===== src/rtl/clk_stop_pkg.sv =====
package clk_stop_pkg;

  typedef enum logic [2:0] {
    ST_PGWAIT   = 3'd0,
    ST_RUN      = 3'd1,
    ST_STOP     = 3'd2,
    ST_DOWN     = 3'd3,
    ST_LOCKWAIT = 3'd4
  } seqState_e;

  // strobes from control to the gating datapath
  typedef struct packed {
    logic wantOn;    // outputs should run
    logic forceTrue; // drive every true leg high while waiting for lock
  } gateCtl_t;

endpackage


===== src/rtl/pd_sampler.sv =====
module pd_sampler #(
  parameter int SYNC_STAGES = 2,
  parameter int PD_SAMPLES  = 2
) (
  input  logic clk,
  input  logic rstN,
  input  logic pinAsync,
  input  logic cpuClkC,
  input  logic clrCnt,
  output logic pinLevel,
  output logic pdSeen
);
  localparam int CNT_W = $clog2(PD_SAMPLES + 1);

  logic [SYNC_STAGES-1:0] syncQ;
  logic                   cpuCd;
  logic                   cpuRise;
  logic [CNT_W-1:0]       hiCnt;

  // reset value is high: the pin reads as "power not yet good"
  always_ff @(posedge clk or negedge rstN) begin
    if (!rstN) syncQ <= '1;
    else       syncQ <= {syncQ[SYNC_STAGES-2:0], pinAsync};
  end

  assign pinLevel = syncQ[SYNC_STAGES-1];

  always_ff @(posedge clk or negedge rstN) begin
    if (!rstN) cpuCd <= 1'b0;
    else       cpuCd <= cpuClkC;
  end

  assign cpuRise = cpuClkC & ~cpuCd;

  // consecutive high samples taken on CPU complement rising edges
  always_ff @(posedge clk or negedge rstN) begin
    if (!rstN) begin
      hiCnt <= '0;
    end else if (clrCnt) begin
      hiCnt <= '0;
    end else if (cpuRise) begin
      if (!pinLevel)                           hiCnt <= '0;
      else if (hiCnt != CNT_W'(PD_SAMPLES))    hiCnt <= hiCnt + 1'b1;
    end
  end

  assign pdSeen = (hiCnt == CNT_W'(PD_SAMPLES));

  // recognition only ever follows a high sample of the pin
  a_r3_seen_needs_high: assert property (@(posedge clk) disable iff (!rstN)
    $rose(pdSeen) |-> $past(pinLevel));

endmodule


===== src/rtl/gate_ctrl.sv =====
module gate_ctrl
  import clk_stop_pkg::*;
(
  input  logic      clk,
  input  logic      rstN,
  input  logic      pinLevel,
  input  logic      pdSeen,
  input  logic      pllLock,
  input  logic      allParked,
  output seqState_e state,
  output gateCtl_t  ctl,
  output logic      clrCnt,
  output logic      oscOffReq
);
  seqState_e nextState;

  always_comb begin
    nextState = state;
    unique case (state)
      ST_PGWAIT:   if (!pinLevel) nextState = ST_LOCKWAIT;
      ST_LOCKWAIT: begin
        if (pinLevel)     nextState = ST_DOWN;
        else if (pllLock) nextState = ST_RUN;
      end
      ST_RUN:      if (pdSeen)    nextState = ST_STOP;
      ST_STOP:     if (allParked) nextState = ST_DOWN;
      ST_DOWN:     if (!pinLevel) nextState = ST_LOCKWAIT;
      default:     nextState = ST_PGWAIT;
    endcase
  end

  always_ff @(posedge clk or negedge rstN) begin
    if (!rstN) state <= ST_PGWAIT;
    else       state <= nextState;
  end

  always_comb begin
    ctl.wantOn    = (state == ST_RUN);
    ctl.forceTrue = (state == ST_LOCKWAIT);
    clrCnt        = (state != ST_RUN);
    oscOffReq     = (state == ST_DOWN);
  end

  // oscillator shut-off is only requested with every output parked
  a_r8_osc_after_park: assert property (@(posedge clk) disable iff (!rstN)
    $rose(oscOffReq) |-> allParked);

  // stopping is entered only from running after a recognised request
  a_r3_stop_from_run: assert property (@(posedge clk) disable iff (!rstN)
    (state == ST_STOP && $past(state) != ST_STOP) |-> $past(pdSeen));

endmodule


===== src/rtl/gate_datapath.sv =====
module gate_datapath
  import clk_stop_pkg::*;
#(
  parameter int NUM_SE   = 2,
  parameter int NUM_DIFF = 2
) (
  input  logic                clk,
  input  logic                rstN,
  input  gateCtl_t            ctl,
  input  logic [NUM_SE-1:0]   seIn,
  input  logic [NUM_DIFF-1:0] dfT,
  input  logic [NUM_DIFF-1:0] dfC,
  input  logic [NUM_DIFF-1:0] mode,
  output logic [NUM_SE-1:0]   seOut,
  output logic [NUM_DIFF-1:0] tOut,
  output logic [NUM_DIFF-1:0] tOe,
  output logic [NUM_DIFF-1:0] cOut,
  output logic [NUM_DIFF-1:0] cOe,
  output logic                allParked
);
  logic [NUM_SE-1:0]   seEn;
  logic [NUM_DIFF-1:0] dfEn;

  for (genvar i = 0; i < NUM_SE; i++) begin : g_se
    // enable moves only in the low phase: no runt either way
    always_ff @(posedge clk or negedge rstN) begin
      if (!rstN)        seEn[i] <= 1'b0;
      else if (!seIn[i]) seEn[i] <= ctl.wantOn;
    end

    assign seOut[i] = seIn[i] & seEn[i];

    // enable changes only while the source was low
    a_r4_se_edge_safe: assert property (@(posedge clk) disable iff (!rstN)
      ($rose(seEn[i]) || $fell(seEn[i])) |-> !$past(seIn[i]));
  end

  for (genvar j = 0; j < NUM_DIFF; j++) begin : g_df
    // park/release while the complement leg is low (true leg high)
    always_ff @(posedge clk or negedge rstN) begin
      if (!rstN)        dfEn[j] <= 1'b0;
      else if (!dfC[j]) dfEn[j] <= ctl.wantOn;
    end

    always_comb begin
      if (dfEn[j]) begin
        tOut[j] = dfT[j];
        tOe[j]  = 1'b1;
        cOut[j] = dfC[j];
        cOe[j]  = 1'b1;
      end else begin
        tOut[j] = 1'b1;
        tOe[j]  = ~mode[j] | ctl.forceTrue;
        cOut[j] = 1'b0;
        cOe[j]  = 1'b0;
      end
    end

    // pair enable changes only while the complement was low
    a_r5_diff_edge_safe: assert property (@(posedge clk) disable iff (!rstN)
      ($rose(dfEn[j]) || $fell(dfEn[j])) |-> !$past(dfC[j]));
  end

  assign allParked = ~(|seEn) & ~(|dfEn);

endmodule


===== src/rtl/clk_stop_sequencer.sv =====
module clk_stop_sequencer
  import clk_stop_pkg::*;
#(
  parameter int NUM_SE      = 2,
  parameter int NUM_DIFF    = 2,
  parameter int SYNC_STAGES = 2,
  parameter int PD_SAMPLES  = 2
) (
  input  logic                clk,
  input  logic                rstN,
  input  logic                pwrPin,
  input  logic                cpuClkC,
  input  logic [NUM_SE-1:0]   seClkIn,
  input  logic [NUM_DIFF-1:0] diffTIn,
  input  logic [NUM_DIFF-1:0] diffCIn,
  input  logic [NUM_DIFF-1:0] driveMode,
  input  logic                pllLock,
  output logic [NUM_SE-1:0]   seClkOut,
  output logic [NUM_DIFF-1:0] diffTOut,
  output logic [NUM_DIFF-1:0] diffTOe,
  output logic [NUM_DIFF-1:0] diffCOut,
  output logic [NUM_DIFF-1:0] diffCOe,
  output logic                oscOffReq,
  output logic [2:0]          status
);
  logic      pinLevel;
  logic      pdSeen;
  logic      clrCnt;
  logic      allParked;
  seqState_e state;
  gateCtl_t  ctl;

  pd_sampler #(
    .SYNC_STAGES (SYNC_STAGES),
    .PD_SAMPLES  (PD_SAMPLES)
  ) u_sampler (
    .clk      (clk),
    .rstN     (rstN),
    .pinAsync (pwrPin),
    .cpuClkC  (cpuClkC),
    .clrCnt   (clrCnt),
    .pinLevel (pinLevel),
    .pdSeen   (pdSeen)
  );

  gate_ctrl u_ctrl (
    .clk       (clk),
    .rstN      (rstN),
    .pinLevel  (pinLevel),
    .pdSeen    (pdSeen),
    .pllLock   (pllLock),
    .allParked (allParked),
    .state     (state),
    .ctl       (ctl),
    .clrCnt    (clrCnt),
    .oscOffReq (oscOffReq)
  );

  gate_datapath #(
    .NUM_SE   (NUM_SE),
    .NUM_DIFF (NUM_DIFF)
  ) u_path (
    .clk       (clk),
    .rstN      (rstN),
    .ctl       (ctl),
    .seIn      (seClkIn),
    .dfT       (diffTIn),
    .dfC       (diffCIn),
    .mode      (driveMode),
    .seOut     (seClkOut),
    .tOut      (diffTOut),
    .tOe       (diffTOe),
    .cOut      (diffCOut),
    .cOe       (diffCOe),
    .allParked (allParked)
  );

  assign status = state;

  // lock wait keeps everything off with every true leg driven high
  a_r9_lockwait_pins: assert property (@(posedge clk) disable iff (!rstN)
    (status == ST_LOCKWAIT) |-> (seClkOut == '0 && diffCOe == '0 &&
                                 (&diffTOe) && (&diffTOut)));

  // powered down means nothing toggles and no complement is driven
  a_r10_down_quiet: assert property (@(posedge clk) disable iff (!rstN)
    (status == ST_DOWN) |-> (seClkOut == '0 && diffCOe == '0));

endmodule


===== config.mk =====
export PLATFORM = sky130hd
export DESIGN_NAME = clk_stop_sequencer
export DESIGN_NICKNAME = d
export VERILOG_FILES = /design/src/rtl/clk_stop_pkg.sv /design/src/rtl/pd_sampler.sv /design/src/rtl/gate_ctrl.sv /design/src/rtl/gate_datapath.sv /design/src/rtl/clk_stop_sequencer.sv
export SDC_FILE = /design/constraint.sdc
export NUM_CORES = 1
export LEC_CHECK = 0
export ABC_AREA = 0
export BUFFER_PORTS_ARGS = -buffer_cell sky130_fd_sc_hd__buf_2
export CORE_MARGIN = 2
export CORE_UTILIZATION = 45
export DETAILED_ROUTE_END_ITERATION = 7
export GPL_ROUTABILITY_DRIVEN = 0
export PLACE_DENSITY_LB_ADDON = 0.15
export RECOVER_POWER = 50
export SLEW_MARGIN = 0
export SYNTH_ARGS = -nofsm -noshare
export SYNTH_HDL_FRONTEND = slang
export SYNTH_HIERARCHICAL = 1
export SYNTH_SLANG_ARGS = --single-unit

===== constraint.sdc =====
create_clock -name clk -period 1.7 [get_ports clk]
set_input_delay 0.17 -clock clk [delete_from_list [all_inputs] [get_ports clk]]
set_output_delay 0.17 -clock clk [all_outputs]
set_load 0.02 [all_outputs]

### Word-level counts from Yosys, hierarchy flattened

Index checks and enable logic that the tools add are counted.

* bits of input ports: 13
* bits in writable memories: 0
* memories: 0
* latch bits: 0
* register bits: 12
* output and inout port bits: 14
* bits in read-only memories: 0

* $lt $le $gt $ge: 0
* equal/unequal tests: 12
* divide/modulo/power cells: 0
* bitwise operators: 11
* muxes and demuxes: 18
* add/subtract/negate cells: 1
* $mul: 0
* reduce and logical (&&, ||, !) cells: 7
* shifts and indexed selects: 0

Operators with widths (count)
* 2-to-1 mux 3 bit: 5
* case mux 3 bit (4 select lines): 1
* 2-to-1 mux 1 bit: 8
* 2-to-1 mux 2 bit: 4
* inequality test 2 bit, second input constant: 4
* equality test 3 x 2 -> 1 bit, second input constant: 2
* inequality test 3 bit, second input constant: 2
* OR reduction 2 bit: 3
* inverter 1 bit: 5
* bitwise AND 1 bit: 4
* AND reduction 4 bit: 1
* equality test 3 x 1 -> 1 bit, second input constant: 1
* equality test 3 bit, second input constant: 1
* zero test 3 bit: 1
* inequality test 3 x 1 -> 1 bit, second input constant: 1
* adder 2 x 1 -> 2 bit, second input constant: 1
* equality test 2 bit, second input constant: 1
* bitwise OR 1 bit: 2
* AND reduction 2 bit: 1
* nonzero test 2 bit: 1

### Longest topological paths before layout

* word-level depth: 5
* depth in mapped cells: 5

### Modules after synthesis

Netlist, hierarchy kept.

By module, submodules not included
* gate_ctrl: cells each 25, area each 222.7 um^2, times used 1
* gate_datapath: cells each 17, area each 209.0 um^2, times used 1
* pd_sampler: cells each 16, area each 207.7 um^2, times used 1

### Worst setup path after synthesis

No wires, ideal clock.

* path type: register -> register
* start: reg u_sampler.hiCnt[0]
* end: reg u_sampler.hiCnt[1]
* data required time: 1618 ps
* data arrival time: 1299 ps
* setup slack: 319 ps
* clock period less this slack: 1381 ps
* path buffers: 0
* stages on the path, launching flop included: 5
* cells stage by stage: dfrtp_1 inv_1 ha_1 or4b_1 a31oi_1

* longest elaborated chain between the ends: 5
* elaborated cells between the ends (all ways): 8
* those cells by class: 1 x add/sub; 2 x eq/ne; 4 x mux; 1 x reduce/logical

Ends and longest elaborated chain
* start: declaration: line pd_sampler.sv:18 `logic [CNT_W-1:0] hiCnt;`
* start signal: assignment: line pd_sampler.sv:43 `else if (hiCnt != CNT_W'(PD_SAMPLES)) hiCnt <= hiCnt + 1'b1;`
* adder 2 x 1 -> 2 bit: line pd_sampler.sv:43
* 2-to-1 mux 2 bit: line pd_sampler.sv:43
* 2-to-1 mux 2 bit: line pd_sampler.sv:42 `if (!pinLevel) hiCnt <= '0;`
* 2-to-1 mux 2 bit: line pd_sampler.sv:41 `end else if (cpuRise) begin`
* 2-to-1 mux 2 bit: line pd_sampler.sv:39 `end else if (clrCnt) begin`

Parallel ways exist; a longest one is shown, timed or not. The select of a mux whose other input is x is not followed.
A chain may end at the register's enable or synchronous reset.

==> reports/qor.csv <==
stage,metric,value,unit
yosys,top_reg_cell synth,dfrtp_1,
yosys,"area leader, netlist",dfrtp_1,
clocking,Post-CTS Resized,0,
yosys,register bit total from synthesis,12,
power,Net Sw Frac,0.418,
yosys,synth top area cells,"dfrtp_1, dfstp_2, mux2_2",
placement,DP Worst Slack,240,ps
critical_path,crit path cell chain,nor3b_1 > or3b_1 > buf_2,
job,max cap viols,0,
finish,Register Area,303,um^2
detailed_routing,Routed Wire Length,1320,um
floorplanning,Die W,41.7,um
timing,crit share post-route,0.945,
timing,fmax,622,MHz
finish,nets,104,
yosys,most frequent cells after synthesis,"dfrtp_1, mux2_2",
power,combinational fraction of design power,0.467,
power,Pint,795,uW
critical_path,critical path peak fanout,9,
yosys,"Cell Area, Synth",639,um^2
yosys,Post-Syn Area per Cell,11.0,um^2
grt,first-pass GRT wire length,2350,um
critical_path,Startpoint Class,flop,
yosys,Cells after Synth,58,
clocking,postcts setup bufs,0,
floorplanning,Initial Util,0.485,
finish,fin cells,104,
power,Leak Pwr,0.000392,uW
grt,GRT Overall Usage,0.178,
finish,fillers,132,
timing,Setup WS post-layout,93.0,ps
hold_path,Min-Delay Path Class,in2reg,
placement,port buffer count,26,
detailed_routing,DRT iter0 DRCs,9,
grt,total gr overflow,0,
critical_path,crit path capture type,output pin,
timing,fin. max-slew vios,0,
timing,Final setup viols,0,
floorplanning,Rows,13,
clocking,Clock Sinks,12,
clocking,TritonCTS clock tree,yes,
critical_path,worst endpoint required time,1530,ps
critical_path,CP arrival,1440,ps
finish,Antenna Cells,0,
clocking,Max H-tree Level,1,
critical_path,critical path's largest stage delay,460,ps
yosys,synth unique cells,30,
yosys,"Seq/Total Area, Yosys",0.474,
detailed_routing,drt drc,0,
yosys,most common cell in the netlist,dfrtp_1,
grt,vias in the first global route,560,
yosys,Yosys Warn Count,6,
detailed_routing,via/cell ratio,5.28,
timing,worst slew pin tran,614,ps
yosys,Yosys top cell area share,0.391,
power,net switching power,571,uW
detailed_routing,1st-pass router iterations,2,
finish,area occupied by multi-input gates,314,um^2
power,Clk network pwr share,0.161,
timing,setup tns final,0,ps
timing,slew margin rel.,0.590,
placement,dpl hpwl,997,um
power,VDD IR max,0.864,mV
detailed_routing,post-route ant nets,0,
critical_path,Setup Crit Path Kind,reg2out,
clocking,CTS hold repair buffers,2,
finish,final cell utilization of the core,0.628,
power,P per Cell Area,1650,mW/mm^2
power,Design Power,1370,uW
floorplanning,Die ar.,0.00174,mm^2
clocking,clock buffer depth,2,
timing,Final Critical Period,1610,ps
power,sequential share of power,0.372,
clocking,Clock transition at path regs,70,ps
grt,initial antenna violation count,0,
yosys,syn nets,72,
clocking,Num CTS Buffers,3,
timing,"Hold Vio Cnt, Final",0,
grt,largest net degree at the start of global routing,13,
yosys,asr flop ratio synth,1.00,
detailed_routing,DR vias,549,
floorplanning,core area,0.00132,mm^2
timing,Setup Skew,5.35,ps
floorplanning,Ports,27,
finish,fraction of layout cells with a size suffix above 1,0.393,
critical_path,CP max stage cell,dfrtp_1,
clocking,clock root buffer master,clkbuf_4,
yosys,"EDFF count, synth",0,
detailed_routing,routed length per instance,12.6,um
clocking,"Clk Latency, worst-skew pair",270,ps
finish,synthesis-to-finish area growth,29.4,%
placement,placed cells,98,
floorplanning,Die Height,41.7,um
timing,RSZ-0062 raised after global routing,false,
outcome,status,completed,
## registers in the layout, summed over array words and instances (netlist names)
register,cells
u_sampler/syncQ,2
u_path/dfEn,2
u_ctrl/state,3
u_sampler/hiCnt,2
u_path/seEn,2
u_sampler/cpuCd,1
## power groups by stage
stage | registers (uW) | clock network, uW | logic, uW
after floorplan | 542 | 0 | 430
after global placement | 512 | 0 | 631
after detailed placement | 516 | 0 | 647
after CTS | 510 | 229 | 654
after global routing | 533 | 240 | 695
final | 508 | 220 | 638
## path summary, 6_finish.rpt
path,start,to,slack [ps],cells after the start
setup / recovery,u_ctrl/state[2],diffTOe[1],90,3
hold / removal,cpuClkC,u_sampler/cpuCd,70,1
setup reg to reg,u_sampler/hiCnt[0],u_sampler/hiCnt[1],210,4
hold reg to reg,u_sampler/syncQ[0],u_sampler/syncQ[1],360,0
max in group asynchronous,rstN,u_path/seEn[1],880,2
min in group asynchronous,rstN,u_ctrl/state[0],420,2
## area by class of cell
| cell class | count | area share |
|---|---|---|
| Clock buffer | 4 | 0.0439 |
| Inverter | 3 | 0.0136 |
| Multi-Input combinational cell | 42 | 0.380 |
| Sequential cell | 12 | 0.366 |
| Tap cell | 15 | 0.0227 |
| Timing Repair Buffer | 28 | 0.174 |
## metrics by stage
| step | area [um^2] | hold WS [ps] |
|---|---|---|
| 2_1_floorplan | 639 | -126 |
| 3_3_place_gp | 777 | 62.7 |
| 3_5_place_dp | 777 | 56.2 |
| 4_1_cts | 833 | 43.7 |
| 5_1_grt | 827 | 68.8 |
| 6_report | 827 | 70.6 |
## layer usage
layer	track usage	share of wire	vias up
met5	0	0	-
met4	0.0387	0	0
met3	0.0696	0.062	0
li1	-	-	273
met2	0.334	0.54	16
met1	0.182	0.40	260
## cell usage in the layout, fill, tap and decap left out, drive strengths merged
| cell | count |
|---|---|
| or3 | 1 |
| or3b | 2 |
| nand3 | 2 |
| nor4 | 1 |
| dfrtp | 10 |
| o22ai | 1 |
| nand2b | 4 |
| nand3b | 1 |
| ha | 1 |
| nor2b | 1 |
| dfstp | 2 |
| o31a | 2 |
| o21ai | 1 |
| dlygate4sd3 | 2 |
| clkbuf | 9 |
| o21a | 1 |
| inv | 3 |
| mux2i | 1 |
| a22oi | 1 |
| and2b | 1 |
| nand2 | 2 |
| nor2 | 4 |
| or2b | 1 |
| buf | 21 |
| mux2 | 4 |
| and2 | 4 |
| a31oi | 2 |
| nor3b | 2 |
| or4b | 2 |
## worst max-delay path, delay by kind of cell, from the launching register on
kind / cells / cell delay (ps)
buffers and inverters: 1 / 160
DFF: 1 / 460
and+or+nand+nor: 2 / 550
## logic make-up after synthesis
logic type	after synthesis	synth area share
DFF	12	0.474
and+or+nand+nor	28	0.297
buffers and inverters	4	0.0352
muxes	5	0.0861
AOI/OAI and AO/OA	8	0.0881
adders and majority gates	1	0.0196
Note: power is estimated with default switching activity, not from simulation.
